===== config.mk =====
export PLATFORM = sky130hd
export DESIGN_NAME = pwm4_brake
export DESIGN_NICKNAME = d
export VERILOG_FILES = /design/src/rtl/pwm4_pkg.sv /design/src/rtl/pwm4_regs.sv /design/src/rtl/pwm4_timebase.sv /design/src/rtl/pwm4_channel.sv /design/src/rtl/pwm4_brake_ctl.sv /design/src/rtl/pwm4_brake.sv
export SDC_FILE = /design/constraint.sdc
export NUM_CORES = 1
export LEC_CHECK = 0
export ABC_AREA = 1
export BUFFER_PORTS_ARGS = -buffer_cell sky130_fd_sc_hd__buf_2
export CORE_MARGIN = 2
export CORE_UTILIZATION = 60
export DETAILED_ROUTE_END_ITERATION = 7
export GPL_ROUTABILITY_DRIVEN = 0
export PLACE_DENSITY = 0.75
export SLEW_MARGIN = 0
export SYNTH_ARGS = -nofsm -noshare
export SYNTH_HDL_FRONTEND = slang
export SYNTH_SLANG_ARGS = --single-unit
export TNS_END_PERCENT = 30

===== constraint.sdc =====
create_clock -name clk -period 7.48 [get_ports clk]
set_input_delay 1.87 -clock clk [delete_from_list [all_inputs] [get_ports clk]]
set_output_delay 1.87 -clock clk [all_outputs]
set_load 0.005 [all_outputs]

===== src/rtl/pwm4_pkg.sv =====
package pwm4_pkg;

    localparam int NCH         = 4;          // PWM channels
    localparam int CW          = 10;         // counter / compare width
    localparam int DW          = 8;          // register data width
    localparam int AW          = 4;          // register address width
    localparam int HB          = CW - DW;    // high bits per value
    localparam int SYNC_STAGES = 2;          // brake pin synchronizer depth

    localparam int CTRL_RUN_BIT  = DW - 1;
    localparam int CTRL_XFER_BIT = DW - 2;

    localparam logic [AW-1:0] A_PER_LO  = AW'(0);
    localparam logic [AW-1:0] A_PER_HI  = AW'(1);
    localparam logic [AW-1:0] A_CMP_LO0 = AW'(2);
    localparam logic [AW-1:0] A_CMP_HI  = A_CMP_LO0 + AW'(NCH);
    localparam logic [AW-1:0] A_CTRL    = A_CMP_HI + AW'(1);
    localparam logic [AW-1:0] A_BRK     = A_CTRL + AW'(1);

    typedef logic [CW-1:0] cval_t;
    localparam cval_t CMAX = '1;

    typedef struct packed {
        logic           run;
        logic           xfer;
        logic [NCH-1:0] inv;
    } ctrl_t;

    typedef struct packed {
        logic           pol;
        logic           pin_en;
        logic           run_sense;
        logic           enable;
        logic [NCH-1:0] lvl;
    } brk_cfg_t;

    typedef enum logic [1:0] {
        BRK_NONE,
        BRK_ALWAYS,
        BRK_HALTED,
        BRK_PIN
    } brk_mode_t;

    // Channel level after the counter takes value nc.
    function automatic logic level_next(input cval_t nc, input cval_t per, input cval_t cmp);
        if (cmp == CMAX)
            return 1'b0;
        else if (cmp > per)
            return 1'b1;
        else
            return (nc >= cmp);
    endfunction

    function automatic brk_mode_t brk_mode(input brk_cfg_t c);
        if (!c.enable)
            return BRK_NONE;
        case ({c.run_sense, c.pin_en})
            2'b00:   return BRK_ALWAYS;
            2'b10:   return BRK_HALTED;
            2'b01:   return BRK_PIN;
            default: return BRK_NONE;
        endcase
    endfunction

endpackage


===== src/rtl/pwm4_regs.sv =====
module pwm4_regs
    import pwm4_pkg::*;
(
    input  logic                     clk,
    input  logic                     rst,
    input  logic                     we,
    input  logic [AW-1:0]            addr,
    input  logic [DW-1:0]            wdata,
    input  logic                     clr_xfer,
    input  logic                     pin_stop,
    output cval_t                    sh_period,
    output logic [NCH-1:0][CW-1:0]   sh_cmp,
    output ctrl_t                    ctrl,
    output brk_cfg_t                 brk,
    output logic [DW-1:0]            rdata
);

    logic [DW-1:0]           per_lo;
    logic [HB-1:0]           per_hi;
    logic [NCH-1:0][DW-1:0]  cmp_lo;
    logic [NCH-1:0][HB-1:0]  cmp_hi;

    always_ff @(posedge clk) begin
        if (rst) begin
            per_lo <= '0;
            per_hi <= '0;
            cmp_lo <= '0;
            cmp_hi <= '0;
            ctrl   <= '0;
            brk    <= '0;
        end else begin
            if (we) begin
                if (addr == A_PER_LO) per_lo <= wdata;
                if (addr == A_PER_HI) per_hi <= wdata[HB-1:0];
                for (int i = 0; i < NCH; i++) begin
                    if (addr == A_CMP_LO0 + AW'(i)) cmp_lo[i] <= wdata;
                    if (addr == A_CMP_HI)           cmp_hi[i] <= wdata[i*HB +: HB];
                end
                if (addr == A_BRK) brk <= brk_cfg_t'(wdata);
            end
            if (we && addr == A_CTRL) begin
                ctrl.run  <= wdata[CTRL_RUN_BIT];
                ctrl.xfer <= wdata[CTRL_XFER_BIT];
                ctrl.inv  <= wdata[NCH-1:0];
            end else if (clr_xfer) begin
                ctrl.xfer <= 1'b0;
            end
            // a pin brake overrides any concurrent run write
            if (pin_stop) ctrl.run <= 1'b0;
        end
    end

    assign sh_period = {per_hi, per_lo};

    generate
        for (genvar g = 0; g < NCH; g++) begin : g_cmp
            assign sh_cmp[g] = {cmp_hi[g], cmp_lo[g]};
        end
    endgenerate

    always_comb begin
        rdata = '0;
        case (addr)
            A_PER_LO: rdata = per_lo;
            A_PER_HI: rdata[HB-1:0] = per_hi;
            A_CMP_HI: begin
                for (int i = 0; i < NCH; i++) rdata[i*HB +: HB] = cmp_hi[i];
            end
            A_CTRL: begin
                rdata[CTRL_RUN_BIT]  = ctrl.run;
                rdata[CTRL_XFER_BIT] = ctrl.xfer;
                rdata[NCH-1:0]       = ctrl.inv;
            end
            A_BRK:   rdata = DW'(brk);
            default: rdata = '0;
        endcase
        for (int i = 0; i < NCH; i++) begin
            if (addr == A_CMP_LO0 + AW'(i)) rdata = cmp_lo[i];
        end
    end

endmodule


===== src/rtl/pwm4_timebase.sv =====
module pwm4_timebase
    import pwm4_pkg::*;
(
    input  logic                     clk,
    input  logic                     rst,
    input  logic                     run,
    input  logic                     xfer,
    input  cval_t                    sh_period,
    input  logic [NCH-1:0][CW-1:0]   sh_cmp,
    output cval_t                    cnt,
    output cval_t                    act_period,
    output logic [NCH-1:0][CW-1:0]   act_cmp,
    output cval_t                    cnt_next,
    output cval_t                    per_eff,
    output logic [NCH-1:0][CW-1:0]   cmp_eff,
    output logic                     load
);

    logic uflow;

    assign uflow    = run && (cnt == '0);
    assign load     = uflow && xfer;
    // on a transferring underflow the new values apply to this reload
    assign per_eff  = load ? sh_period : act_period;
    assign cmp_eff  = load ? sh_cmp    : act_cmp;
    assign cnt_next = uflow ? per_eff : cnt - CW'(1);

    always_ff @(posedge clk) begin
        if (rst) begin
            cnt        <= '0;
            act_period <= '0;
            act_cmp    <= '0;
        end else if (run) begin
            cnt <= cnt_next;
            if (load) begin
                act_period <= sh_period;
                act_cmp    <= sh_cmp;
            end
        end
    end

endmodule


===== src/rtl/pwm4_channel.sv =====
module pwm4_channel
    import pwm4_pkg::*;
(
    input  logic  clk,
    input  logic  rst,
    input  logic  step,
    input  cval_t cnt_next,
    input  cval_t per_eff,
    input  cval_t cmp_eff,
    input  logic  inv,
    input  logic  brake,
    input  logic  brk_level,
    output logic  lvl,
    output logic  pwm
);

    always_ff @(posedge clk) begin
        if (rst)
            lvl <= 1'b1;
        else if (step)
            lvl <= level_next(cnt_next, per_eff, cmp_eff);
    end

    assign pwm = brake ? brk_level : (lvl ^ inv);

endmodule


===== src/rtl/pwm4_brake_ctl.sv =====
module pwm4_brake_ctl
    import pwm4_pkg::*;
(
    input  logic     clk,
    input  logic     rst,
    input  logic     pin,
    input  brk_cfg_t cfg,
    input  logic     run,
    output logic     active,
    output logic     pin_stop
);

    logic [SYNC_STAGES-1:0] sync;
    logic                   pin_hit;
    brk_mode_t              mode;

    always_ff @(posedge clk) begin
        if (rst)
            sync <= '0;
        else
            sync <= {sync[SYNC_STAGES-2:0], pin};
    end

    assign pin_hit  = (sync[SYNC_STAGES-1] == cfg.pol);
    assign mode     = brk_mode(cfg);
    assign pin_stop = (mode == BRK_PIN) && pin_hit;
    assign active   = (mode == BRK_ALWAYS)
                   || ((mode == BRK_HALTED) && !run)
                   || pin_stop;

endmodule


===== src/rtl/pwm4_brake.sv =====
module pwm4_brake
    import pwm4_pkg::*;
(
    input  logic          clk,
    input  logic          rst,
    input  logic          reg_we,
    input  logic [AW-1:0] reg_addr,
    input  logic [DW-1:0] reg_wdata,
    output logic [DW-1:0] reg_rdata,
    input  logic          brake_pin,
    output logic [NCH-1:0] pwm_out
);

    cval_t                   sh_period;
    logic [NCH-1:0][CW-1:0]  sh_cmp;
    ctrl_t                   ctrl;
    brk_cfg_t                brk;
    cval_t                   cnt;
    cval_t                   act_period;
    logic [NCH-1:0][CW-1:0]  act_cmp;
    cval_t                   cnt_next;
    cval_t                   per_eff;
    logic [NCH-1:0][CW-1:0]  cmp_eff;
    logic                    load;
    logic                    brake_act;
    logic                    pin_stop;
    logic                    run_q;
    logic                    xfer_q;
    logic [NCH-1:0]          lvl;
    logic [NCH-1:0]          brk_lvl;

    assign run_q   = ctrl.run;
    assign xfer_q  = ctrl.xfer;
    assign brk_lvl = brk.lvl;

    pwm4_regs u_regs (
        .clk       (clk),
        .rst       (rst),
        .we        (reg_we),
        .addr      (reg_addr),
        .wdata     (reg_wdata),
        .clr_xfer  (load),
        .pin_stop  (pin_stop),
        .sh_period (sh_period),
        .sh_cmp    (sh_cmp),
        .ctrl      (ctrl),
        .brk       (brk),
        .rdata     (reg_rdata)
    );

    pwm4_timebase u_tb (
        .clk        (clk),
        .rst        (rst),
        .run        (run_q),
        .xfer       (xfer_q),
        .sh_period  (sh_period),
        .sh_cmp     (sh_cmp),
        .cnt        (cnt),
        .act_period (act_period),
        .act_cmp    (act_cmp),
        .cnt_next   (cnt_next),
        .per_eff    (per_eff),
        .cmp_eff    (cmp_eff),
        .load       (load)
    );

    pwm4_brake_ctl u_brk (
        .clk      (clk),
        .rst      (rst),
        .pin      (brake_pin),
        .cfg      (brk),
        .run      (run_q),
        .active   (brake_act),
        .pin_stop (pin_stop)
    );

    generate
        for (genvar g = 0; g < NCH; g++) begin : g_ch
            pwm4_channel u_ch (
                .clk       (clk),
                .rst       (rst),
                .step      (run_q),
                .cnt_next  (cnt_next),
                .per_eff   (per_eff),
                .cmp_eff   (cmp_eff[g]),
                .inv       (ctrl.inv[g]),
                .brake     (brake_act),
                .brk_level (brk_lvl[g]),
                .lvl       (lvl[g]),
                .pwm       (pwm_out[g])
            );
        end
    endgenerate

endmodule


==> results.cfg <==
[run_status]
status = complete, no violations

[yosys]
synth_top_cell_area_share = 0.335
synth-seq-cells = 130
synth.area.mux_share = 0.00129
synthCells = 1135
syn-num-nets = 1216
synth_compound_area_frac = 0.199
synth_fa_ha_area_frac = 0.105
synthTopCellsByArea = dfxtp_1 (33%), nand2_1 (12%), ha_1 (10%)
yosysTopAreaCell = dfxtp_1
yosysWarnings = 0
synthSimpleGateAreaFrac = 0.223
synth_area_um2 = 7780
syn_avg_cell_area_um2 = 6.85
yosys.area_share.xor_xnor = 0.0124
ys.flop_type = dfxtp_1
synth_edf_count = 0
synthArstFlopShare = 0
seq_area_frac_synth = 0.335
synth_top_family_by_area = simple AND/OR/NAND/NOR gates
yosysUniqueCellTypes = 42

[timing]
max-slew-margin-rel = 0.381
setup_tns_ns = 0
rsz0062_at_grt = no
drv_slew = 0
worstMarginPinSlew_ns = 0.915
finalWorstSetupSlack_ns = 2.21
period_minus_slack_ns = 5.27
skew_ns = 0.00691
clock.fmax_mhz = 190
hold_viol_final = 0
setup_viol_count_final = 0
post-route-period-util = 0.704

[power]
switching_share = 0.261
p_sw_uw = 433
irDropWorstVdd_v = 0.000148
comb_power_share = 0.102
p_leak_nw = 3.94
p_per_area_nw_per_um2 = 195
seqPwrFrac = 0.428
p_clk_frac = 0.470
p_int_mw = 1.23

[min_path]
hold_class = reg2reg

[worst_setup_path]
slowest_delay_ns = 0.52
path_common_cell = buf_2
crit_required_ns = 5.61
end_kind = primary output
cp_slowest_cell = a2111oi_0
cp_max_fo = 8
cp-start-kind = primary input
path_cells = buf_2 > inv_1 > nor2_1 > nand2_1 > o22ai_1 > a2111oi_0 > o2111ai_1 > buf_2
critPathKind = in2out
r2r_end = g_ch[2].u_ch.lvl
cp.arrival_ns = 3.40
r2r_start = u_tb.cnt[0]
worstRegToRegCells = 21
r2r_slack_ns = 2.77
worstSetupStartpoint = reg_addr[2]
setup.worst_path.end = reg_rdata[1]

[global_routing]
grt_use_total = 0.345
grt_pass1_vias = 6947
antenna_found_initial = 0
grt_overflow = 0
grt_pass1_wl_mm = 36.4
grt_max_degree = 88

[clock_tree]
clockRootBuffer = clkbuf_16
cts_num_sinks = 130
cts_tree = built
clk_pin_slew_ns = 0.05
postCtsSetupBuffers = 0
cts_hold_buf = 0
worstSkewPairLatency_ns = 0.43
cts_buffers = 17
ctsResizeCount = 0
cts.path.max_buffers = 2
cts-htree-levels = 4

[finish]
areaGrowthSynthToFinish_pct = 9.32
layout-drive-gt1-share = 0.0770
nets = 1225
diodes = 0
final_common_cell = nand2_1
mostFrequentLayoutCells = nand2_1 (239), inv_1 (189), dfxtp_1 (130), o21ai_0 (101), a21oi_1 (100)
fill_cells = 1135

[drt]
drtAntennaViolNets = 0
vias_per_cell = 5.71
vias = 7584
wire_per_inst_um = 17.6
post-route-drc-count = 0
drt_iter0_markers = 968
routed_wl_mm = 23.4
drt-pass1-iter-count = 7

[placed_design]
portBuffers = 27
dp_slack_ns = 2.27
hpwl_mm = 17.2

[run]
maxCapViolations = 0

[die]
die_area_um2 = 13900
coreArea_um2 = 12600
start_util = 0.616
die_y_um = 118
rows = 41
die_x_um = 118
ios = 28
-- final cells by class --
type | instances | area (µm²) | share of cell area
multi-input combinational | 765 | 4200 | 0.494
sequential | 130 | 2600 | 0.306
inverter | 193 | 724 | 0.0852
clock buffer | 22 | 464 | 0.0546
tap | 172 | 215 | 0.0253
timing repair buffer | 37 | 210 | 0.0247
clock inverter | 9 | 83.8 | 0.00986
-- per-layer routing --
metal,part of all wire,up-vias,track usage
met1,0.42,3380,0.434
met3,0.081,106,0.0659
met2,0.43,392,0.543
met4,0.067,0,0.220
met5,0,-,0
li1,-,3706,-
-- kinds of logic after synthesis --
family | after synthesis
AO/OA/AOI/OAI | 275
AND/OR/NAND/NOR | 413
XOR/XNOR | 11
buffers and inverters | 240
multiplexers | 1
flip-flops | 130
adder cells (fa/ha/maj) | 65
-- cells in the mapped netlist, types with 11 or more instances --
cell type  instances
o21ai_1           11
nor2_1            94
ha_1              65
inv_1            189
o21a_1            11
clkbuf_1          28
nand3_1           28
nand4_1           29
o22ai_1           12
o21ai_0          101
a21oi_1          100
dfxtp_1          130
nand2_1          239
-- critical path, delay by kind of cell --
kind | cells | cell delay, ns
compound gates | 3 | 0.86
buf+inv | 3 | 0.35
simple gates | 2 | 0.31
-- flip-flops by register name (all words and copies together), names as in the netlist --
register and flops:
u_tb.cnt 10, u_regs.ctrl 6, u_tb.act_period 10, u_regs.per_lo 8, u_brk.sync 2, u_regs.brk 8, u_tb.act_cmp 40, u_regs.per_hi 2
u_regs.sh_cmp 40, g_ch.u_ch.lvl 4
-- worst min-delay path by stage --
stage,startpoint,end,slack [ns],depth (start not counted)
2_1_floorplan,u_brk.sync[0],u_brk.sync[1],0.39,2
3_3_place_gp,u_brk.sync[0],u_brk.sync[1],0.39,2
3_5_place_dp,u_brk.sync[0],u_brk.sync[1],0.40,2
4_1_cts,u_brk.sync[0],u_brk.sync[1],0.41,2
5_1_grt,u_brk.sync[0],u_brk.sync[1],0.42,2
6_report,u_brk.sync[0],u_brk.sync[1],0.41,2
-- stage by stage --
step	total power, mW	instance area (µm²)	util	hold slack, ns	instances
after floorplan	0.842	7780	-	0.388	1135
final	1.66	8500	0.674	0.407	1328
after detailed placement	0.889	7950	0.630	0.399	1297
after global placement	0.886	7950	0.630	0.390	1297
after CTS	1.66	8500	0.674	0.407	1328
after global routing	1.71	8500	0.674	0.422	1328
-- power by group through the flow --
stage / logic, mW / clock network (mW) / registers (mW)
after floorplan: 0.120 / 0 / 0.722
after global placement: 0.161 / 0 / 0.725
after detailed placement: 0.164 / 0 / 0.725
after CTS: 0.166 / 0.782 / 0.710
after global routing: 0.192 / 0.811 / 0.711
final: 0.169 / 0.780 / 0.711
Power figures use the tool's default switching activity.
